`src/rtl/chan_gate_pkg.sv`:
```
package chan_gate_pkg;
  localparam int unsigned NCH_DEFAULT = 2;
  localparam int unsigned SYNC_DEPTH  = 2;

  // fault request is asserted when any cause is present
  function automatic logic fault_cause(input logic rst_hold, input logic wd_lock,
                                       input logic diag, input logic mask,
                                       input logic pin_ok);
    return rst_hold | wd_lock | diag | (mask & ~pin_ok);
  endfunction

  // outputs are allowed only with pin high and no lock
  function automatic logic drive_allowed(input logic pin_ok, input logic wd_lock);
    return pin_ok & ~wd_lock;
  endfunction
endpackage

```
`src/rtl/pin_sync.sv`:
```
module pin_sync #(
  parameter int unsigned DEPTH = 2
) (
  input  logic clk,
  input  logic rst_n,
  input  logic pin_async,
  output logic pin_sync_o
);
  logic [DEPTH-1:0] chain_q;

  always_ff @(posedge clk or negedge rst_n) begin
    if (!rst_n) chain_q <= '0;
    else        chain_q <= {chain_q[DEPTH-2:0], pin_async};
  end

  assign pin_sync_o = chain_q[DEPTH-1];
endmodule

```
`src/rtl/wd_latch.sv`:
```
module wd_latch (
  input  logic clk,
  input  logic rst_n,
  input  logic wd_trip,
  output logic wd_lock
);
  always_ff @(posedge clk or negedge rst_n) begin
    if (!rst_n)       wd_lock <= 1'b0;
    else if (wd_trip) wd_lock <= 1'b1;
  end


  lock_sticky_chk: assert property (@(posedge clk) disable iff (!rst_n)
    wd_lock |=> wd_lock);
endmodule

```
`src/rtl/chan_en_bank.sv`:
```
module chan_en_bank #(
  parameter int unsigned NCH = 2
) (
  input  logic           clk,
  input  logic           rst_n,
  input  logic           pin_ok,
  input  logic           wd_lock,
  input  logic [NCH-1:0] wr_strobe,
  input  logic [NCH-1:0] wr_data,
  output logic [NCH-1:0] bits_q
);
  logic clear_all;
  assign clear_all = ~chan_gate_pkg::drive_allowed(pin_ok, wd_lock);

  for (genvar c = 0; c < NCH; c++) begin : g_ch
    always_ff @(posedge clk or negedge rst_n) begin
      if (!rst_n)            bits_q[c] <= 1'b0;
      else if (clear_all)    bits_q[c] <= 1'b0;
      else if (wr_strobe[c]) bits_q[c] <= wr_data[c];
    end


    no_spurious_set_chk: assert property (@(posedge clk) disable iff (!rst_n)
      (!bits_q[c] && !(wr_strobe[c] && wr_data[c])) |=> !bits_q[c]);
  end


  pin_low_clear_chk: assert property (@(posedge clk) disable iff (!rst_n)
    !pin_ok |=> (bits_q == '0));
endmodule

```
`src/rtl/fault_drive.sv`:
```
module fault_drive (
  input  logic clk,
  input  logic rst_n,
  input  logic wd_lock,
  input  logic diag_fault,
  input  logic fault_mask,
  input  logic pin_ok,
  output logic fault_n
);
  assign fault_n = ~chan_gate_pkg::fault_cause(~rst_n, wd_lock, diag_fault,
                                               fault_mask, pin_ok);


  diag_pulls_low_chk: assert property (@(posedge clk) disable iff (!rst_n)
    diag_fault |-> !fault_n);


  unmasked_pin_quiet_chk: assert property (@(posedge clk) disable iff (!rst_n)
    (!fault_mask && !wd_lock && !diag_fault) |-> fault_n);
endmodule

```
`src/rtl/chan_enable_gate.sv`:
```
module chan_enable_gate #(
  parameter int unsigned NCH = chan_gate_pkg::NCH_DEFAULT
) (
  input  logic           clk,
  input  logic           rst_n,
  input  logic           en_pin,
  input  logic           fault_mask,
  input  logic           diag_fault,
  input  logic           wd_trip,
  input  logic [NCH-1:0] wr_strobe,
  input  logic [NCH-1:0] wr_data,
  output logic [NCH-1:0] en_bits,
  output logic [NCH-1:0] chan_on,
  output logic           fault_n
);
  logic pin_ok;
  logic wd_lock;
  logic drive_ok;

  pin_sync #(.DEPTH(chan_gate_pkg::SYNC_DEPTH)) u_sync (
    .clk(clk), .rst_n(rst_n), .pin_async(en_pin), .pin_sync_o(pin_ok));

  wd_latch u_wd (.clk(clk), .rst_n(rst_n), .wd_trip(wd_trip), .wd_lock(wd_lock));

  chan_en_bank #(.NCH(NCH)) u_bank (
    .clk(clk), .rst_n(rst_n), .pin_ok(pin_ok), .wd_lock(wd_lock),
    .wr_strobe(wr_strobe), .wr_data(wr_data), .bits_q(en_bits));

  fault_drive u_fault (
    .clk(clk), .rst_n(rst_n), .wd_lock(wd_lock), .diag_fault(diag_fault),
    .fault_mask(fault_mask), .pin_ok(pin_ok), .fault_n(fault_n));

  assign drive_ok = chan_gate_pkg::drive_allowed(pin_ok, wd_lock);
  assign chan_on  = en_bits & {NCH{drive_ok}};


  lock_outputs_off_chk: assert property (@(posedge clk) disable iff (!rst_n)
    wd_lock |-> (chan_on == '0) && !fault_n);


  reset_hold_chk: assert property (@(posedge clk)
    !rst_n |-> (en_bits == '0) && (chan_on == '0) && !fault_n);
endmodule

```
`config.mk`:
```
export PLATFORM = sky130hd
export DESIGN_NAME = chan_enable_gate
export DESIGN_NICKNAME = d
export VERILOG_FILES = /design/src/rtl/chan_gate_pkg.sv /design/src/rtl/pin_sync.sv /design/src/rtl/wd_latch.sv /design/src/rtl/chan_en_bank.sv /design/src/rtl/fault_drive.sv /design/src/rtl/chan_enable_gate.sv
export SDC_FILE = /design/constraint.sdc
export NUM_CORES = 1
export LEC_CHECK = 0
export BUFFER_PORTS_ARGS = -buffer_cell sky130_fd_sc_hd__buf_2
export CAP_MARGIN = 15
export CELL_PAD_IN_SITES_DETAIL_PLACEMENT = 0
export CELL_PAD_IN_SITES_GLOBAL_PLACEMENT = 2
export CORE_AREA = 5 5 42 44
export DETAILED_ROUTE_END_ITERATION = 10
export DIE_AREA = 0 0 47 49
export GPL_TIMING_DRIVEN = 0
export PLACE_DENSITY = 0.69
export SLEW_MARGIN = 20
export SYNTH_ARGS = -nofsm -noshare
export SYNTH_HDL_FRONTEND = slang
export SYNTH_SLANG_ARGS = --single-unit
```
`constraint.sdc`:
```
create_clock -name clk -period 1.8 [get_ports clk]
set_clock_uncertainty 0.15 [all_clocks]
set_input_delay 0.18 -clock clk [delete_from_list [all_inputs] [get_ports clk]]
set_output_delay 0.18 -clock clk [all_outputs]
set_load 0.02 [all_outputs]
```
* Word-level counts from Yosys, hierarchy flattened
Index checks and enable logic that the tools add are counted.
** Word-level totals
- Input bits :: 10
- Word-level logic and storage cells :: 20
- Output and inout port bits :: 5
- Bits in registers :: 5
** Cells by class
- Mux-type cells :: 4
- Bitwise operators :: 10
- Equality and inequality tests :: 2
** Operators with widths (count)
- $mux W1 :: 4
- $ne A2 B2 Y1 const B :: 2
- $not A1 Y1 :: 4
- $or A1 B1 Y1 :: 3
- $and A1 B1 Y1 :: 2
- $and A2 B2 Y2 :: 1

* Depth between registers and ports, before layout
- Depth in word-level cells :: 5
- Gate-level depth with buffers :: 2

* Modules after synthesis
A second synthesis with hierarchy kept.
** Unflattened totals
- Cells, all modules :: 15
- Area, all modules :: 219.0 um^2
** Modules (own cells, without submodules)
- chan_en_bank :: cells an instance 7, times used 1, area each 91.3 um^2
- pin_sync :: cells an instance 2, times used 1, area each 50.0 um^2
- wd_latch :: cells an instance 2, times used 1, area each 31.3 um^2
- fault_drive :: cells an instance 2, times used 1, area each 28.8 um^2
- chan_enable_gate :: cells an instance 2, times used 1, area each 17.5 um^2

* Worst setup path before layout
Ideal clock, no wire load.
- Kind :: register to output
- Start :: register u_wd.wd_lock
- End :: output fault_n
- Stages on the path, launching flop included :: 2
- Path slack :: 583 ps
- Data arrival time :: 887 ps
- Path buffers :: 0
- Required time :: 1470 ps
- Cells stage by stage :: dfrtp_1 nor4b_2
** On the way
- Longest elaborated chain between the ends :: 4
** RTL lines
- start: declaration :: RTL line wd_latch.sv:5 : output logic wd_lock
- start signal: assignment :: RTL line wd_latch.sv:8 : if (!rst_n) wd_lock <= 1'b0;
- start signal: assignment :: RTL line wd_latch.sv:9 : else if (wd_trip) wd_lock <= 1'b1;
- $or A1 B1 Y1 (3 in series) :: RTL line chan_gate_pkg.sv:9 : return rst_hold | wd_lock | diag | (mask & ~pin_ok);
- $not A1 Y1 :: RTL line fault_drive.sv:10 : assign fault_n = ~chan_gate_pkg::fault_cause(~rst_n, wd_lock, diag_fault,
- end: declaration :: RTL line chan_enable_gate.sv:14 : output logic fault_n
Every way passes these cells.

* Worst setup path after layout
- Start :: input rst_n
- End :: output fault_n
** On the way
- Longest elaborated chain between the ends :: 5
** RTL lines
- start: declaration :: RTL line chan_enable_gate.sv:5 : input logic rst_n,
- $not A1 Y1 :: RTL line fault_drive.sv:10
- $or A1 B1 Y1 (3 in series) :: RTL line chan_gate_pkg.sv:9
- $not A1 Y1 :: RTL line fault_drive.sv:10
Every way passes these cells.

==> results.md <==
- Die area: 2300 µm²
- Root cell of the clock tree: clkbuf_4
- Highest ir drop seen on vdd: 0.331 mV
- Combined buffer and inverter count along the critical path: 3
- Switching power share of the total: 0.200
- Shortest period the worst path allows: 1600 ps
- RSZ-0062 raised after global routing: no
- Initial antenna violation count: 0
- Type of the setup path with the least slack: in -> out
- Min-delay worst type: in -> reg
- Final period utilization: 0.887
- Master of the slowest instance on the critical path: dlygate4sd3_1
- Via/cell ratio: 3.43
- Least-Margin Pin Slew: 143 ps
- CP Max Fanout: 6
- # DRC: 0
- Clock latency on the worst-skew pair: 240 ps
- Cell count after synthesis: 17
- Max_slew headroom: 0.902
- Count of standard-cell rows: 14
- Vertical extent of the die: 49 µm
- Net Sw Power: 53.3 µW
- Global-route wire length before repair: 683 µm
- Final WS setup: 203 ps
- Arrival @ worst endpoint: 1270 ps
- GRT Residual Overflow: 0
- Via count of the first global-routing pass: 170
- Initial cell density of the core: 0.144
- Number of buffers created by CTS: 3
- Endpoints failing setup: 0
- Layout cells sized above 1: 0.500
- Syn_nets: 27
- Part of the total power dissipated in sequential elements: 0.436
- ANT cells: 0
- RePlAce Congestion: 0.577
- Pin count of the biggest net entering global routing: 7
- Post-synth top area share: 0.621
- Sink count of the clock tree: 5
- Global routing usage summed across all routing layers: 0.0439
- Clock share of power: 0.486
- Number of buffers added on ports: 14
- Synth area leaders: dfrtp_1 62%, mux2i_1 9.9%, nor2_1 7.5%
- Power Total: 266 µW
- Die boundary width: 47 µm
- Clock transition at the registers of the reported paths: 50 ps
- Result of the run: complete, no violations
- Post-synthesis average cell area: 11.8 µm²
- Hold-fix buffer count after cts: 3
- Detail Placement HPWL: 365 µm
- Total wire length after detailed routing: 465 µm
- Total power per unit cell area: 765 nW/µm²
- Routed wirelength normalized by instance count: 8.61 µm
- Synth Register Bits: 5
- Nets@finish: 49
- Worst setup SP type: primary input
- Required time reported for the critical path endpoint: 1470 ps
- LEAKAGE: 0.171 nW
- Total iterations of the first detailed-routing run: 2
- Routed vias: 185
- Worst hold slack across all endpoints: 46.4 ps
- Max Clk Rate: 0.626 GHz
- Max-Cap Viols: 0
- CP Capture Type: primary output
- Delay of the slowest cell on the worst path: 510 ps
- Area of the mapped netlist: 201 µm²
- Maximum buffer depth of the clock tree: 2
- Number of endpoints with negative hold slack in the final report: 0
- Ports: 15
- Worst setup slack for register-to-register paths: 850 ps
- Pins Over Slew Limit: 0
- Clock H-tree levels: 1
- Placeable core area: 1400 µm²
- Placement Setup Slack: 630 ps
- Seq/Total Area, Yosys: 0.621
- Cell family with most CP delay: buffers and inverters
- Largest area contributor in the synthesized netlist: dfrtp_1
- Library cell appearing most often on the critical path: buf_2
- Critical-path cell list: dlygate4sd3_1 -> buf_2 -> nor4b_2 -> buf_2
- Number of buffers added for setup after CTS: 0
- Share of total power in combinational logic: 0.078
- Antenna Nets Post-Route: 0
- Clock tree from TritonCTS: built
- Internal power: 213 µW
- Filler cell count: 162
- CTS resizes: 0
- Setup TNS: 0 ps
- Area Growth Syn to Fin: 72.7%
- Count of cell types in the netlist: 8
- Initial DRC count: 5
- Yosys Warn Count: 0
==> path summary, 6_finish.rpt <==
kind	startpoint	to	cells after the start
max reg2reg	u_wd.wd_lock	u_wd.wd_lock	1
min reg2reg	u_sync.chain_q[0]	u_sync.chain_q[1]	0
min	wr_data[1]	u_bank.bits_q[1]	3
max	rst_n	fault_n	4
min in group asynchronous	rst_n	u_wd.wd_lock	2
max in group asynchronous	rst_n	u_sync.chain_q[0]	2
==> state kept, by name, indices dropped and copies added, names as in the netlist <==
| name | flops |
|---|---|
| u_bank.bits_q | 2 |
| u_sync.chain_q | 2 |
| u_wd.wd_lock | 1 |
==> layout by cell type, fill, tap and decap left out <==
cell	instances
buf_2	14
nand2b_1	1
nor2_1	4
nor4b_2	1
nor2b_1	1
dlygate4sd3_1	3
clkbuf_4	3
dfrtp_1	5
mux2i_1	2
or2_2	1
clkbuf_1	1
inv_1	2
==> cell type report <==
type | count | area, µm² | area share
flip-flops and latches | 5 | 125 | 0.360
inverters | 2 | 7.51 | 0.0216
clock buffers | 4 | 26.3 | 0.0755
multi-input cells | 10 | 68.8 | 0.198
repair buffers | 17 | 100 | 0.288
well taps | 16 | 20.0 | 0.0576
==> synthesized netlist by cell type, drive strengths merged <==
library cell  n
dfrtp         5
inv           2
mux2i         2
nand2b        1
nor2          4
nor2b         1
nor4b         1
or2           1
==> cell families (layout without fill, tap and decap cells) <==
logic type    Yosys count  in the layout  share of synthesized area
simple gates            8              8                      0.242
mux                     2              2                     0.0994
buf+inv                 2             23                     0.0373
flops                   5              5                      0.621
==> layer usage <==
layer	vias to the layer above	track usage	part of all wire
met4	0	0.0138	0
met3	0	0.0480	0.20
met2	15	0.0498	0.30
li1	96	-	-
met5	-	0	0
met1	74	0.0536	0.49
==> worst min-delay path, delay by kind of cell <==
family / cells / cell delay (ps)
AND/OR/NAND/NOR: 1 / 80
buffers and inverters: 1 / 70
multiplexers: 1 / 60
==> power by group through the flow <==
stage               registers, mW  logic (mW)  clock network [mW]
floorplan                   0.117     0.00376                   0
global placement            0.118      0.0158                   0
detailed placement          0.118      0.0159                   0
CTS                         0.116      0.0208               0.138
global route                0.116      0.0227               0.147
finish                      0.116      0.0207               0.129
==> metrics by stage <==
| step | util | instances | area, µm² |
|---|---|---|---|
| after global placement | 0.208 | 47 | 292 |
| after CTS | 0.248 | 54 | 348 |
| final | 0.248 | 54 | 348 |
| after detailed placement | 0.208 | 47 | 292 |
| after global routing | 0.248 | 54 | 348 |
| after floorplan | - | 17 | 201 |
Power figures use the tool's default switching activity.
